===== config.mk =====
export PLATFORM = sky130hd
export DESIGN_NAME = bb_xlate
export DESIGN_NICKNAME = d
export VERILOG_FILES = /design/src/rtl/bb_pkg.sv /design/src/rtl/bb_seg_regs.sv /design/src/rtl/bb_mode_ctl.sv /design/src/rtl/bb_seg_xlate.sv /design/src/rtl/bb_xlate.sv
export SDC_FILE = /design/constraint.sdc
export NUM_CORES = 1
export LEC_CHECK = 0
export BUFFER_PORTS_ARGS = -buffer_cell sky130_fd_sc_hd__buf_4
export CAP_MARGIN = 0
export CELL_PAD_IN_SITES_DETAIL_PLACEMENT = 1
export CELL_PAD_IN_SITES_GLOBAL_PLACEMENT = 1
export CORE_ASPECT_RATIO = 0.75
export CORE_MARGIN = 2
export CORE_UTILIZATION = 45
export CTS_BUF_LIST = sky130_fd_sc_hd__clkbuf_8
export CTS_CLUSTER_DIAMETER = 50
export DETAILED_ROUTE_END_ITERATION = 16
export GPL_ROUTABILITY_DRIVEN = 0
export PLACE_DENSITY_LB_ADDON = 0.1
export SYNTH_ARGS = -nofsm -noshare
export SYNTH_HDL_FRONTEND = slang
export SYNTH_SLANG_ARGS = --single-unit

===== constraint.sdc =====
create_clock -name clk -period 3.3 [get_ports clk]
set_clock_uncertainty 0.15 [all_clocks]
set_input_delay 0.165 -clock clk [delete_from_list [all_inputs] [get_ports clk]]
set_output_delay 0.165 -clock clk [all_outputs]
set_load 0.05 [all_outputs]

===== src/rtl/bb_pkg.sv =====
package bb_pkg;
    // Register selector encoding for the configuration port
    typedef enum logic [1:0] {
        SEL_PBASE  = 2'd0,
        SEL_PLEN   = 2'd1,
        SEL_DBASE  = 2'd2,
        SEL_DLEN   = 2'd3
    } seg_sel_e;

    localparam int NUM_CH   = 2;  // fetch and data channels
    localparam int CH_FETCH = 0;
    localparam int CH_DATA  = 1;
    localparam int NUM_REGS = 2 * NUM_CH;
endpackage


===== src/rtl/bb_seg_regs.sv =====
module bb_seg_regs
    import bb_pkg::*;
#(
    parameter int AW = 32
) (
    input  logic                          clk,
    input  logic                          rst_n,
    input  logic                          wr_en,
    input  logic [1:0]                    sel,
    input  logic [AW-1:0]                 wdata,
    input  logic                          rd_en,
    output logic [AW-1:0]                 rdata,
    output logic [NUM_CH-1:0][AW-1:0]     base,
    output logic [NUM_CH-1:0][AW-1:0]     seglen
);
    logic [NUM_REGS-1:0][AW-1:0] regs_d, regs_q;

    always_comb begin
        regs_d = regs_q;
        if (wr_en) begin
            regs_d[sel] = wdata;
        end
    end

    always_ff @(posedge clk or negedge rst_n) begin
        if (!rst_n) begin
            regs_q <= '0;
        end else begin
            regs_q <= regs_d;
        end
    end

    // Each channel owns an adjacent base/length pair
    for (genvar c = 0; c < NUM_CH; c++) begin : g_pair
        assign base[c]   = regs_q[2*c];
        assign seglen[c] = regs_q[2*c+1];
    end

    assign rdata = rd_en ? regs_q[sel] : '0;
endmodule


===== src/rtl/bb_mode_ctl.sv =====
module bb_mode_ctl #(
    parameter int AW = 32
) (
    input  logic          clk,
    input  logic          rst_n,
    input  logic          ecall_req,
    input  logic          timer_irq,
    input  logic          trap_req,
    input  logic          bad_wr,
    input  logic          xret,
    input  logic [AW-1:0] pc,
    output logic          sup,
    output logic [AW-1:0] epc,
    output logic          illegal
);
    typedef struct packed {
        logic          sup;
        logic [AW-1:0] epc;
        logic          illegal;
    } mode_t;

    mode_t st_d, st_q;
    logic  take;

    always_comb begin
        st_d         = st_q;
        take         = ecall_req | timer_irq | trap_req | bad_wr;
        st_d.illegal = bad_wr;
        if (take) begin
            st_d.sup = 1'b1;
            st_d.epc = pc;
        end else if (xret) begin
            st_d.sup = 1'b0;
        end
    end

    always_ff @(posedge clk or negedge rst_n) begin
        if (!rst_n) begin
            st_q.sup     <= 1'b1;
            st_q.epc     <= '0;
            st_q.illegal <= 1'b0;
        end else begin
            st_q <= st_d;
        end
    end

    assign sup     = st_q.sup;
    assign epc     = st_q.epc;
    assign illegal = st_q.illegal;
endmodule


===== src/rtl/bb_seg_xlate.sv =====
module bb_seg_xlate #(
    parameter int AW = 32
) (
    input  logic          bypass,
    input  logic          valid,
    input  logic [AW-1:0] laddr,
    input  logic [AW-1:0] base,
    input  logic [AW-1:0] seglen,
    output logic [AW-1:0] paddr,
    output logic          viol,
    output logic          req_valid
);
    logic [AW-1:0] reloc;
    logic          outside;

    always_comb begin
        reloc     = base + laddr;
        outside   = (laddr >= seglen);
        paddr     = bypass ? laddr : reloc;
        viol      = ~bypass & outside;
        req_valid = valid & ~viol;
    end
endmodule


===== src/rtl/bb_xlate.sv =====
module bb_xlate
    import bb_pkg::*;
#(
    parameter int AW = 32
) (
    input  logic          clk,
    input  logic          rst_n,
    input  logic          ecall_req,
    input  logic          timer_irq,
    input  logic          trap_req,
    input  logic          xret,
    input  logic          cfg_we,
    input  logic [1:0]    cfg_sel,
    input  logic [AW-1:0] cfg_wdata,
    output logic [AW-1:0] cfg_rdata,
    input  logic          if_valid,
    input  logic [AW-1:0] if_laddr,
    output logic          if_req_valid,
    output logic [AW-1:0] if_paddr,
    output logic          if_viol,
    input  logic          dm_valid,
    input  logic [AW-1:0] dm_laddr,
    output logic          dm_req_valid,
    output logic [AW-1:0] dm_paddr,
    output logic          dm_viol,
    output logic          sup_mode,
    output logic [AW-1:0] epc,
    output logic          illegal_trap
);
    logic [NUM_CH-1:0][AW-1:0] seg_base, seg_len;
    logic [NUM_CH-1:0][AW-1:0] ch_laddr, ch_paddr;
    logic [NUM_CH-1:0]         ch_valid, ch_req, ch_viol;
    logic                      wr_ok, wr_bad;

    assign wr_ok  = cfg_we & sup_mode;
    assign wr_bad = cfg_we & ~sup_mode;

    bb_seg_regs #(.AW(AW)) u_regs (
        .clk    (clk),
        .rst_n  (rst_n),
        .wr_en  (wr_ok),
        .sel    (cfg_sel),
        .wdata  (cfg_wdata),
        .rd_en  (sup_mode),
        .rdata  (cfg_rdata),
        .base   (seg_base),
        .seglen (seg_len)
    );

    bb_mode_ctl #(.AW(AW)) u_mode (
        .clk       (clk),
        .rst_n     (rst_n),
        .ecall_req (ecall_req),
        .timer_irq (timer_irq),
        .trap_req  (trap_req),
        .bad_wr    (wr_bad),
        .xret      (xret),
        .pc        (if_laddr),
        .sup       (sup_mode),
        .epc       (epc),
        .illegal   (illegal_trap)
    );

    assign ch_laddr[CH_FETCH] = if_laddr;
    assign ch_laddr[CH_DATA]  = dm_laddr;
    assign ch_valid[CH_FETCH] = if_valid;
    assign ch_valid[CH_DATA]  = dm_valid;

    for (genvar c = 0; c < NUM_CH; c++) begin : g_ch
        bb_seg_xlate #(.AW(AW)) u_xl (
            .bypass    (sup_mode),
            .valid     (ch_valid[c]),
            .laddr     (ch_laddr[c]),
            .base      (seg_base[c]),
            .seglen    (seg_len[c]),
            .paddr     (ch_paddr[c]),
            .viol      (ch_viol[c]),
            .req_valid (ch_req[c])
        );
    end

    assign if_paddr     = ch_paddr[CH_FETCH];
    assign if_viol      = ch_viol[CH_FETCH];
    assign if_req_valid = ch_req[CH_FETCH];
    assign dm_paddr     = ch_paddr[CH_DATA];
    assign dm_viol      = ch_viol[CH_DATA];
    assign dm_req_valid = ch_req[CH_DATA];
endmodule


# == After elaboration in Yosys (flattened, before gate mapping) ==
# Cells that the tools add are included.
# classes
reduce_logical,2
n_lt_le_gt_ge,4
mux,10
n_bitwise,12
addsub,2
# op_table
op,n
32-bit 2-to-1 mux,5
128-bit bitwise mux,1
32-bit adder,2
32-bit binary-select mux with 2-bit select,1
32-bit demux with 2-bit select,1
32-bit greater-or-equal comparator,2
1-bit AND,6
"2-bit by 3-bit < comparator with 1-bit output, second input constant",1
1-bit NOT,3
1-bit bitwise OR,3
"2-bit by 1-bit greater-or-equal comparator with 1-bit output, second input constant",1
1-bit 2-to-1 mux,2
2-bit nonzero test,1
1-bit logical AND,1
# totals
word_cells,37
register_bits,162
output_inout_bits,134

# == Depth between registers and ports, before layout ==
# depth
depth_word,5
mapped_depth,12
ltp_nobuf,12

# == By module ==
# Synthesis repeated with hierarchy kept, for this count alone.
# hier_totals
cells_unflattened,1297
hier_area_um2,12703.4
# by_module_without_submodules
module,instances,area_each_um2,cells_per_inst
bb_seg_regs,1,5686.7,384
bb_seg_xlate at g_ch[1].u_xl,1,2882.8,424
bb_seg_xlate at g_ch[0].u_xl,1,2841.5,415
bb_mode_ctl,1,1276.2,72
bb_xlate,1,16.3,2

# == Least setup slack after synthesis ==
# OpenSTA, ideal clock, no wires.
# synth_path
kind,register to output
from,"register u_regs.regs_q, in the netlist u_regs.base[32]"
to,output port dm_paddr[26]
t_required_ps,2985
t_arrival_ps,3378
path_slack_ps,-393
stages_incl_launch_ff,13
path_cell_list,dfrtp_1 > ha_1 > inv_1 > fa_1 > nor2b_1 > o211ai_1 > a31o_2 > o211ai_1 > nand4_1 > a22o_1 > o21ai_0 > xnor2_1 > o21ai_0
# synth_via
elab_chain_len,2
# synth_lines
item,line_no,rtl
start: declaration,bb_seg_regs.sv:16,"logic [NUM_REGS-1:0][AW-1:0] regs_d, regs_q;"
start signal: assignment,bb_seg_regs.sv:29,regs_q <= regs_d;
32-bit adder,bb_seg_xlate.sv:17,reloc = base + laddr;
32-bit 2-to-1 mux,bb_seg_xlate.sv:19,paddr = bypass ? laddr : reloc;
end: declaration,bb_xlate.sv:24,"output logic [AW-1:0] dm_paddr,"
# No other way between the ends.

# == Worst setup path in the final report ==
# layout_path
from,"register u_regs.regs_q, in the netlist u_regs.base[32]"
to,output port dm_paddr[30]
# The elaborated chain is that of the path after synthesis.

==> reports/metrics.yaml <==
setup_path:
  path_common_cell: "o211ai_1"
  critPathBufInv: 2
  crit_arrival_ps: 3460
  slowest_delay_ps: 440
  critPathRequiredTime_ps: 2980
  r2r-start: "u_mode.sup$_DFFE_PN1P_"
  worst-r2r-setup-slack_ps: 860
  critPathCaptureType: "primary output"
  crit_family: "compound AO/OA/AOI/OAI gates"
  crit_slowest_cell: "dfrtp_1"
  crit_path_start_kind: "register"
  cp_max_fo: 3
  r2r-end: "u_regs.base[23]$_DFFE_PN0P_"
  rr_worst_depth: 4
  crit_chain: "ha_4 -> inv_2 -> fa_2 -> nor2b_2 -> o211ai_1 -> a31o_2 -> o211ai_1 -> nand4_1 -> a22o_4 -> o21ai_4 -> xnor2_1 -> o21ai_2 -> buf_6"
  crit_type: "reg2out"
route:
  drc_errors: 0
  avgRoutedWirePerCell_um: 23.5
  viasPerCell: 5.85
  firstDrtPassIters: 6
  routed_wl_mm: 45.5
  drtIter0Drc: 753
  vias: 11318
  ant_nets: 0
synthesis:
  yosysWarningCount: 0
  synthCells: 1226
  synth_seq_cells: 162
  synth_top_area_share_pct: 32.6
  yosysTopAreaCell: "dfrtp_1"
  synthArstFlopShare_pct: 100
  ys_top_cells_by_area: "dfrtp_1 (33%), mux2_2 (15%), ha_1 (13%), mux4_2 (5.8%), a21o_1 (4.0%)"
  synth_edf_count: 0
  synth_cell_type_count: 54
  syn_avg_cell_area_um2: 10.1
  syn_nets: 1461
  synthFlopType: "dfrtp_1"
  yosysSeqAreaShare_pct: 32.8
  mappedNetlistArea_um2: 12300
global_route:
  grt_pass1_wl_mm: 69.4
  antenna_found_initial: 0
  overflow: 0
  grt_pass1_vias: 11611
  grt_usage_pct: 31.1
  grt_max_degree: 117
job:
  cap_violations: 0
sta:
  period_minus_slack_ps: 3780
  fin_ws_ps: -476
  tightest_slew_ps: 1090
  hold_viol_final: 0
  finalSetupViolCount: 28
  drv_slew: 0
  max_slew_margin_pct: 27.4
  post-route-period-util_pct: 114
  fmax_ghz: 0.265
  grt_setup_unrepaired: "yes"
die:
  io-pin-count: 241
  core_area_um2: 27000
  start_util_pct: 45.7
  die_area_um2: 28800
  rows: 52
  fp.dieH_um: 147
  die_w_um: 195
min_path:
  hold_class: "in2async"
clock_tree:
  cts_buffers: 17
  clkTransAtPathRegs_ps: 130
  clock_latency_ps: 460
  clock_sinks: 162
  cts_tree: "done"
  root_buffer: "clkbuf_8"
  cts_buffer_depth: 2
  ctsHtreeMaxLevel: 4
final_layout:
  final_cells: 1936
  drive_gt1_share_pct: 41.6
  antenna_cells: 0
  nets: 1807
  areaGrowthSynthToFinish_pct: 37.1
  nFillCells: 2883
power:
  total_power_mw: 9.26
  p_per_area_nw_per_um2: 547
  ir_worst_vdd_mv: 0.277
  p_leak_nw: 8.01
placed_design:
  placed_cells: 1781
  dpl.hpwl_mm: 31.4
  io_buffers: 240
status:
  violations: "setup timing"
  status: "finished, violations left"
[worst max path at each step]
| stage | start | to | slack, ps | cells after the start |
|---|---|---|---|---|
| global placement | u_regs.base[32]$_DFFE_PN0P_ | dm_paddr[30] | 30 | 13 |
| CTS | u_regs.base[32]$_DFFE_PN0P_ | dm_paddr[22] | -430 | 13 |
| finish | u_regs.base[32]$_DFFE_PN0P_ | dm_paddr[30] | -480 | 13 |
| detailed placement | u_regs.base[32]$_DFFE_PN0P_ | dm_paddr[30] | -50 | 13 |
| floorplan | u_regs.base[32]$_DFFE_PN0P_ | dm_paddr[26] | -20 | 12 |
| global route | u_regs.base[32]$_DFFE_PN0P_ | dm_paddr[24] | -680 | 13 |
[worst register-to-register path, delay by kind of cell, from the launching register on]
family / cells / cell delay (ps)
muxes: 1 / 390
buffers and inverters: 1 / 300
DFF: 1 / 760
and+or+nand+nor: 2 / 740
[metrics by stage]
step / hold WS [ps] / instance area, um^2 / setup TNS, ps / utilization (%) / worst slack (ps)
floorplan: -281 / 12400 / -17.8 / - / -17.8
global placement: 248 / 14600 / 0 / 54.0 / 26.9
detailed placement: 257 / 14600 / -133 / 54.0 / -47.5
CTS: 286 / 16400 / -4790 / 60.9 / -433
global route: 307 / 16900 / -11710 / 62.7 / -681
finish: 227 / 16900 / -6770 / 62.7 / -476
[state kept, by name, indices dropped and copies added (netlist names)]
register and cells:
u_regs.base 64, u_regs.seglen 64, u_mode.epc 32, u_mode.illegal 1, u_mode.sup 1
[logic make-up (layout without fill, tap and decap cells)]
logic type / Yosys count / count (layout) / share of synthesized area (%)
compound gates: 294 / 294 / 14.9
simple gates: 250 / 250 / 10.1
mux: 198 / 198 / 20.9
flops: 162 / 162 / 32.8
buf+inv: 138 / 497 / 4.20
fa+ha+maj: 128 / 128 / 13.1
xor+xnor: 56 / 56 / 3.97
[cell usage after synthesis (all sizes together), types with 3 or more instances]
library cell,number
a211oi,11
a21o,66
a21oi,78
a31oi,8
a41oi,4
and2,36
and3,10
and4,5
buf,13
clkbuf,43
dfrtp,161
ha,126
inv,82
mux2,163
mux2i,3
mux4,32
nand2,111
nand2b,8
nand3,15
nand4,15
nor2,22
nor2b,13
nor3,5
nor3b,4
nor4b,3
o211ai,8
o21a,3
o21ai,93
o21bai,4
o31ai,5
xnor2,35
xor2,21
[cell type report]
class	count	area, um^2	area share (%)
clock buffers	17	234	1.38
clock inverters	15	165	0.976
inverters	82	308	1.82
multi-input cells	926	8480	50.1
flip-flops and latches	162	4070	24.0
well taps	351	439	2.59
repair buffers	383	3240	19.1
[where the power goes]
part | switching [mW] | internal [mW]
Combinational | 2.72 | 2.23
Clock | 0.931 | 0.573
Sequential | 0.471 | 2.33
[layer usage]
metal	wire length, um	vias to the layer above	GRT usage [%]
li1	-	5141	-
met3	2320	51	4.18
met1	22000	5740	46.9
met2	20500	386	48.0
met5	0	-	0
met4	660	0	6.45
[repair_timing]
action                     4_1_cts  5_1_grt
pin swaps                       45       50
buffers inserted                33       25
hold endpoints to repair       274        0
hold buffers                    67        0
gates resized for setup        115       69
setup endpoints to repair       38       42
[placed cells by master (no fill, tap or decap), drive strengths merged, types with 4 or more instances in the layout]
cell type,count
nand4,15
a31oi,8
o21bai,4
nor2b,13
nor3b,4
o211ai,8
and2,36
buf,316
inv,91
a211oi,11
nand3,15
a21o,66
clkbuf,17
ha,126
a41oi,4
mux2,163
and4,5
clkinv,5
mux4,32
dlygate4sd3,67
o31ai,5
xnor2,35
xor2,21
a21oi,78
o21ai,93
nor3,5
nor2,22
nand2b,8
nand2,111
and3,10
dfrtp,161
(Power assumes the default switching activity.)
